===== config.mk =====
export PLATFORM = sky130hd
export DESIGN_NAME = epwm_shutdown
export DESIGN_NICKNAME = d
export VERILOG_FILES = /design/src/rtl/epwm_pkg.sv /design/src/rtl/epwm_timebase.sv /design/src/rtl/epwm_fault.sv /design/src/rtl/epwm_steer.sv /design/src/rtl/epwm_shutdown.sv
export SDC_FILE = /design/constraint.sdc
export NUM_CORES = 1
export LEC_CHECK = 0
export BUFFER_PORTS_ARGS = -buffer_cell sky130_fd_sc_hd__buf_2
export CAP_MARGIN = 40
export CORE_MARGIN = 3
export CORE_UTILIZATION = 36
export DETAILED_ROUTE_END_ITERATION = 7
export PLACE_DENSITY = 0.64
export SKIP_LAST_GASP = 1
export SYNTH_ARGS = -nofsm -noshare
export SYNTH_HDL_FRONTEND = slang
export SYNTH_HIERARCHICAL = 1
export SYNTH_SLANG_ARGS = --single-unit

===== constraint.sdc =====
create_clock -name clk -period 3.22 [get_ports clk]
set_input_delay 0.161 -clock clk [delete_from_list [all_inputs] [get_ports clk]]
set_output_delay 0.161 -clock clk [all_outputs]
set_load 0.1 [all_outputs]

===== src/rtl/epwm_pkg.sv =====
package epwm_pkg;

  typedef enum logic [1:0] {
    STEER_SINGLE = 2'b00,
    STEER_HALF   = 2'b01,
    STEER_FWD    = 2'b10,
    STEER_REV    = 2'b11
  } steer_e;

  localparam logic [1:0] SAFE_DRIVE_LOW  = 2'b00;
  localparam logic [1:0] SAFE_DRIVE_HIGH = 2'b01;

  localparam int PIN_COUNT = 4;

endpackage


===== src/rtl/epwm_timebase.sv =====
module epwm_timebase
  import epwm_pkg::*;
#(
  parameter int PER_W = 8,
  parameter int PRE_W = 2,
  localparam int CNT_W = PER_W + PRE_W
) (
  input  logic             clk,
  input  logic             rst_n,
  input  logic [PER_W-1:0] period_i,
  input  logic [CNT_W-1:0] duty_i,
  input  steer_e           mode_i,
  output logic [CNT_W-1:0] cnt_o,
  output logic             wrap_o,
  output steer_e           mode_o,
  output logic             active_o
);

  logic [CNT_W-1:0] cnt_q, cnt_d;
  logic [CNT_W-1:0] duty_q, duty_d;
  steer_e           mode_q, mode_d;
  logic [CNT_W-1:0] last_cnt;
  logic             load_en;

  // Last count of a period: period field followed by an all-ones phase.
  assign last_cnt = {period_i, {PRE_W{1'b1}}};
  // Greater-or-equal recovers if the period is shortened mid-count.
  assign load_en  = (cnt_q >= last_cnt);

  always_comb begin
    cnt_d  = cnt_q + CNT_W'(1);
    duty_d = duty_q;
    mode_d = mode_q;
    if (load_en) begin
      cnt_d  = '0;
      duty_d = duty_i;
      mode_d = mode_i;
    end
  end

  always_ff @(posedge clk or negedge rst_n) begin
    if (!rst_n) begin
      cnt_q  <= '0;
      duty_q <= '0;
      mode_q <= STEER_SINGLE;
    end else begin
      cnt_q <= cnt_d;
      if (load_en) begin
        duty_q <= duty_d;
        mode_q <= mode_d;
      end
    end
  end

  assign cnt_o    = cnt_q;
  assign wrap_o   = load_en;
  assign mode_o   = mode_q;
  assign active_o = (cnt_q < duty_q);

endmodule


===== src/rtl/epwm_fault.sv =====
module epwm_fault #(
  parameter int SYNC_STAGES = 2
) (
  input  logic clk,
  input  logic rst_n,
  input  logic fault_i,
  input  logic fault_pol_i,
  input  logic auto_restart_i,
  input  logic sd_clear_i,
  input  logic wrap_i,
  output logic fault_act_o,
  output logic sd_active_o,
  output logic gated_o
);

  logic [SYNC_STAGES-1:0] sync_q, sync_d;
  logic                   fault_norm;
  logic                   fault_act;
  logic                   sd_q, sd_d;
  logic                   gated_q, gated_d;

  // Normalise polarity before synchronising so that a reset chain reads as "no fault".
  assign fault_norm = fault_pol_i ? fault_i : ~fault_i;

  generate
    if (SYNC_STAGES == 1) begin : g_one
      assign sync_d = fault_norm;
    end else begin : g_chain
      assign sync_d = {sync_q[SYNC_STAGES-2:0], fault_norm};
    end
  endgenerate

  assign fault_act = sync_q[SYNC_STAGES-1];

  always_comb begin
    sd_d = sd_q;
    if (fault_act) begin
      sd_d = 1'b1;
    end else if (auto_restart_i || sd_clear_i) begin
      sd_d = 1'b0;
    end
  end

  // Safe-state hold persists until the first period start after the status clears.
  assign gated_d = sd_d | (gated_q & ~wrap_i);

  always_ff @(posedge clk or negedge rst_n) begin
    if (!rst_n) begin
      sync_q  <= '0;
      sd_q    <= 1'b0;
      gated_q <= 1'b0;
    end else begin
      sync_q  <= sync_d;
      sd_q    <= sd_d;
      gated_q <= gated_d;
    end
  end

  assign fault_act_o = fault_act;
  assign sd_active_o = sd_q;
  assign gated_o     = gated_q;

endmodule


===== src/rtl/epwm_steer.sv =====
module epwm_steer
  import epwm_pkg::*;
(
  input  steer_e                mode_i,
  input  logic                  active_i,
  input  logic                  gated_i,
  input  logic [1:0]            safe_ac_i,
  input  logic [1:0]            safe_bd_i,
  output logic [PIN_COUNT-1:0]  pin_val_o,
  output logic [PIN_COUNT-1:0]  pin_oe_o
);

  logic [PIN_COUNT-1:0] norm_val;

  // Bit order {D,C,B,A}.
  always_comb begin
    unique case (mode_i)
      STEER_SINGLE: norm_val = {1'b0, 1'b0, 1'b0, active_i};
      STEER_HALF:   norm_val = {1'b0, 1'b0, ~active_i, active_i};
      STEER_FWD:    norm_val = {active_i, 1'b0, 1'b0, 1'b1};
      STEER_REV:    norm_val = {1'b0, 1'b1, active_i, 1'b0};
      default:      norm_val = '0;
    endcase
  end

  generate
    for (genvar i = 0; i < PIN_COUNT; i++) begin : g_pin
      logic [1:0] code;
      // Even pins (A, C) form one pair, odd pins (B, D) the other.
      assign code = ((i % 2) == 1) ? safe_bd_i : safe_ac_i;
      always_comb begin
        if (gated_i) begin
          pin_val_o[i] = (code == SAFE_DRIVE_HIGH);
          pin_oe_o[i]  = ~code[1];
        end else begin
          pin_val_o[i] = norm_val[i];
          pin_oe_o[i]  = 1'b1;
        end
      end
    end
  endgenerate

endmodule


===== src/rtl/epwm_shutdown.sv =====
module epwm_shutdown
  import epwm_pkg::*;
#(
  parameter int PER_W       = 8,
  parameter int PRE_W       = 2,
  parameter int SYNC_STAGES = 2
) (
  input  logic                   clk,
  input  logic                   rst_n,
  input  logic [PER_W-1:0]       period_i,
  input  logic [PER_W+PRE_W-1:0] duty_i,
  input  logic [1:0]             mode_i,
  input  logic                   fault_i,
  input  logic                   fault_pol_i,
  input  logic                   auto_restart_i,
  input  logic                   sd_clear_i,
  input  logic [1:0]             safe_ac_i,
  input  logic [1:0]             safe_bd_i,
  output logic [3:0]             pwm_o,
  output logic [3:0]             pwm_oe_o,
  output logic                   sd_active_o
);

  localparam int CNT_W = PER_W + PRE_W;

  logic             rst_meta_q, rst_int;
  logic [CNT_W-1:0] cnt;
  logic             wrap;
  steer_e           mode_q;
  logic             active;
  logic             fault_act;
  logic             gated;

  // Asynchronous assertion, release aligned to the clock.
  always_ff @(posedge clk or negedge rst_n) begin
    if (!rst_n) begin
      rst_meta_q <= 1'b0;
      rst_int    <= 1'b0;
    end else begin
      rst_meta_q <= 1'b1;
      rst_int    <= rst_meta_q;
    end
  end

  epwm_timebase #(.PER_W(PER_W), .PRE_W(PRE_W)) u_timebase (
    .clk      (clk),
    .rst_n    (rst_int),
    .period_i (period_i),
    .duty_i   (duty_i),
    .mode_i   (steer_e'(mode_i)),
    .cnt_o    (cnt),
    .wrap_o   (wrap),
    .mode_o   (mode_q),
    .active_o (active)
  );

  epwm_fault #(.SYNC_STAGES(SYNC_STAGES)) u_fault (
    .clk            (clk),
    .rst_n          (rst_int),
    .fault_i        (fault_i),
    .fault_pol_i    (fault_pol_i),
    .auto_restart_i (auto_restart_i),
    .sd_clear_i     (sd_clear_i),
    .wrap_i         (wrap),
    .fault_act_o    (fault_act),
    .sd_active_o    (sd_active_o),
    .gated_o        (gated)
  );

  epwm_steer u_steer (
    .mode_i    (mode_q),
    .active_i  (active),
    .gated_i   (gated),
    .safe_ac_i (safe_ac_i),
    .safe_bd_i (safe_bd_i),
    .pin_val_o (pwm_o),
    .pin_oe_o  (pwm_oe_o)
  );

endmodule


Yosys cells after proc, flatten, opt, wreduce, memory -nomap -nowiden --
Cells that the tools add are included.
Operators by class: $add $sub $neg 1, div/mod/pow operators 0, bitwise gates (word level) 7, $mul 0, shift-type cells 0, reduce and logical (&&, ||, !) cells 2, eq/ne operators 5, multiplexer cells 11, order comparisons 2
Operators with widths (number):
- $pmux 4 s4 | 1
- $add 10x1->10 const B | 1
- $ge 10x10->1 | 1
- $lt 10x10->1 | 1
- $mux 10 | 1
- $mux 1 | 9
- $eq 2x1->1 const B | 3
- $not 1->1 | 5
- $eq 2x2->1 const B | 2
- $logic_not 2->1 | 1
- $and 1x1->1 | 1
- $logic_or 1x1->1 | 1
- $or 1x1->1 | 1
Word-level totals: memories 0, register bits after elaboration 28, memory bits (writable) 0, latch bits 0, bits of input ports 30, bits in read-only memories 0

Logic depth before layout (Yosys ltp) --
depth in word-level cells 4, gate-level depth with buffers 10, gate-level depth less buffers 8

By module --
Netlist, hierarchy kept.
Modules (own cells, without submodules):
- epwm_timebase | cells an instance 124, area an instance 1345.0 µm², sequential area each 550.5 µm², instances 1
- epwm_fault | cells an instance 9, area an instance 133.9 µm², sequential area each 100.1 µm², instances 1
- epwm_steer | cells an instance 16, area an instance 100.1 µm², sequential area each 0.0 µm², instances 1
- epwm_shutdown | cells an instance 3, area an instance 53.8 µm², sequential area each 50.0 µm², instances 1

Worst setup path before layout --
Ideal clock, no wire load.
path type flip-flop to output port, start register u_timebase.cnt_q[5] (netlist: u_timebase/cnt_o[5]), end output port pwm_o[1], arrival 2990 ps, path buffers 0, stages on the path, launching flop included 8, slack 69 ps, cells stage by stage dfrtp_1 > ha_1 > a21oi_1 > o221ai_1 > a221o_1 > a21oi_1 > xor2_1 > o31ai_2
Between the ends: word-level cells in the longest chain between the ends 4
RTL lines:
- start: declaration | RTL line epwm_timebase.sv:19 | logic [CNT_W-1:0] cnt_q, cnt_d;
- start signal: assignment | RTL line epwm_timebase.sv:47 | cnt_q <= cnt_d;
- $lt 10x10->1 (*) | RTL line epwm_timebase.sv:58 | assign active_o = (cnt_q < duty_q);
- via active | RTL line epwm_shutdown.sv:30 | logic active;
- $not 1->1 | RTL line epwm_steer.sv:19 | STEER_HALF: norm_val = {1'b0, 1'b0, ~active_i, active_i};
- $pmux 4 s4 (*) | RTL line epwm_steer.sv:17 | unique case (mode_i)
- $mux 1 (*) | RTL line epwm_steer.sv:32 | if (gated_i) begin
- end: declaration | RTL line epwm_shutdown.sv:19 | output logic [3:0] pwm_o,
Mark *: on every way through the listed nets, which the timed path passes. The rest lies on a longest branch.

Final worst setup path --
Ends and elaborated chain as after synthesis.

==> flow_metrics.py <==
metrics = {
    "logic_synthesis": {
        "synth-warning-count": 6,
        "syn_inst": 152,
        "syn_area_per_cell_um2": 10.7,
        "synth.yosys.seq_area_share_pct": 42.9,
        "synth.net_count": 200,
        "netlist_area_um2": 1630,
        "ys_seq_elements": 28,
        "ys_types": 31,
    },
    "final_layout": {
        "fin_cells": 242,
        "final_common_cell": "buf_2",
        "layout-drive-gt1-share_pct": 29.2,
        "final_cell_mix": "buf_2, dfrtp_1, inv_1",
        "finalInstanceArea_um2": 1940,
        "fin_nets": 241,
        "fillers": 393,
        "area_growth_pct": 19.1,
        "antenna_cells": 0,
    },
    "setup_path": {
        "end_kind": "output port",
        "critical_path_class": "flip-flop to output port",
        "r2r_cells": 7,
        "cp.required_ns": 3.06,
        "ff2ff_setup_slack_ns": 1.10,
        "r2r-end": "u_fault/gated_o",
        "cp-start-kind": "flip-flop",
        "cp_max_fo": 6,
        "r2r-start": "u_timebase/cnt_o[5]",
        "critical_path_arrival_ns": 2.66,
    },
    "floorplanning": {
        "start_util_pct": 39.1,
        "rows": 23,
        "core-area_um2": 4170,
        "die_w_um": 73.3,
        "ios": 39,
        "dieArea_um2": 5380,
        "die_y_um": 73.3,
    },
    "clocking": {
        "cts_tree": "built",
        "cts_buffers": 3,
        "htreeDepth": 1,
        "clock_sinks": 28,
        "clkTransAtPathRegs_ns": 0.10,
        "post_cts.resized_instances": 0,
        "cts_max_path_buffers": 2,
        "clock-root-buffer": "clkbuf_8",
        "clock_latency_ns": 0.28,
    },
    "global_routing": {
        "grt_overflow": 0,
        "use_met3_pct": 2.33,
        "grtUsageTotal_pct": 11.5,
        "grt_max_degree": 23,
        "use_met1_pct": 15.0,
        "grt-busiest-layer": "met2",
        "grt_pass1_wl_um": 4730,
        "antenna_found_initial": 0,
        "first_global_vias": 1116,
        "use_met2_pct": 17.5,
    },
    "power": {
        "leakagePower_nw": 1.04,
        "powerDensity_nw_per_um2": 794,
        "vdd_drop_max_v": 0.000252,
        "power_mw": 1.54,
    },
    "sta": {
        "fin_tns_setup_ns": 0,
        "min_period_over_period_pct": 87.7,
        "setup_viol": 0,
        "layout_setup_ws_ns": 0.397,
        "post-route-min-period_ns": 2.82,
        "slew_violations": 0,
        "relSlewSlack_pct": 60.6,
        "rsz0062_at_grt": "no",
        "hold_violations": 0,
        "tightestPinTransition_ns": 0.589,
        "max_freq_mhz": 354,
        "fin_worst_skew_ns": 0.00366,
    },
    "worst_hold_path": {
        "hold_end": "u_fault/sync_q[0]",
        "worstHoldStart": "fault_i",
        "min_path_type": "input pin to flip-flop",
        "min_path_cells": 2,
    },
    "route": {
        "dr.pass1.iters": 4,
        "vias": 1139,
        "wl_um": 2790,
        "post-route-drc-count": 0,
        "drtAntennaViolNets": 0,
        "vias_per_cell": 4.71,
        "first_iter_violations": 37,
        "wl_per_cell_um": 11.5,
    },
    "placed_design": {
        "dp.cells": 237,
        "dpl_worst_slack_ns": 0.708,
        "place_hpwl_um": 2210,
        "finalWeightedCongestion": 0.788,
        "dpl_cell_area_um2": 1860,
        "portBuffers": 38,
    },
    "run": {
        "cap_violations": 0,
    },
    "outcome": {
        "status": "finished, final reports clean",
    },
}
repair_timing:
action                                 CTS  global route
hold buffers                             1             0
buffers inserted                         0             0
endpoints found under the hold margin    2             0
cell families after synthesis:
kind of cell    after synthesis  share of synthesized area (%)
other cells                   1                          0.230
simple gates                 38                           11.3
fa+ha+maj                    18                           13.8
xor+xnor                     10                           5.36
flops                        28                           42.9
compound gates               18                           8.12
buf+inv                      26                           7.36
mux                          13                           11.0
worst max-delay path, cell delays in order, from the launching register on:
cell,delay (ns)
dfrtp_1,0.46
ha_1,0.36
a21oi_1,0.15
o221ai_1,0.13
a221o_1,0.30
a21oi_1,0.25
xor2_1,0.11
o31ai_2,0.17
buf_2,0.46
power by group:
group	total, mW	switching (mW)	internal [mW]
Sequential	0.602	0.123	0.480
Clock	0.278	0.111	0.167
Combinational	0.664	0.357	0.307
Total	1.54	0.591	0.953
synth_stat cells (all sizes together):
master	count	area [um^2]
dfrtp	28	701
inv	22	82.6
ha	18	225
mux2	12	169
nor2	12	45.0
nand2	9	36.3
a21oi	7	35.0
nand3	6	30.0
xnor2	6	52.6
and3	4	25.0
buf	4	37.5
xor2	4	35.0
o21ai	3	18.8
a21o	2	15.0
a221o	2	20.0
nand3b	2	15.0
nand4	2	12.5
a41oi	1	16.3
and4	1	8.76
conb	1	3.75
mux2i	1	10.0
nand2b	1	6.26
nor3	1	5.00
o221ai	1	8.76
o22ai	1	6.26
o31ai	1	12.5
state kept, by name (all words and copies together) (netlist names):
signal / cells
u_timebase/duty_q: 10
rst_meta_q: 1
rst_int: 1
u_fault/sd_active_o: 1
u_timebase/mode_o: 2
u_fault/gated_o: 1
u_timebase/cnt_o: 10
u_fault/sync_q: 2
area by class of cell:
cell class | instances | area, um^2 | area share (%)
timing repair buffer | 40 | 215 | 11.1
clock buffer | 3 | 41.3 | 2.12
multi-input combinational | 98 | 812 | 41.8
tap | 50 | 62.6 | 3.22
clock inverter | 1 | 30.0 | 1.54
inverter | 22 | 82.6 | 4.25
sequential | 28 | 701 | 36.0
how the worst max path moves through the flow:
stage,depth (start not counted),start,slack (ns),end
floorplan,7,u_timebase/cnt_o[5],0.07,pwm_o[1]
global placement,8,u_timebase/cnt_o[5],0.72,pwm_o[1]
detailed placement,8,u_timebase/cnt_o[5],0.71,pwm_o[1]
CTS,8,u_timebase/cnt_o[5],0.37,pwm_o[1]
global route,8,u_timebase/cnt_o[5],0.23,pwm_o[1]
finish,8,u_timebase/cnt_o[5],0.40,pwm_o[1]
through the flow:
stage / hold slack, ns / util [%]
after floorplan: -0.135 / -
after global placement: -0.0498 / 44.3
after detailed placement: -0.0517 / 44.6
after CTS: 0.0380 / 46.6
after global routing: 0.0467 / 46.6
final: 0.0472 / 46.6
metal layers:
| layer | vias up | part of all wire, % |
|---|---|---|
| li1 | 592 | - |
| met1 | 523 | 49 |
| met2 | 19 | 44 |
| met3 | 5 | 4.1 |
| met4 | 0 | 2.8 |
| met5 | - | 0 |
(Power assumes the default switching activity.)
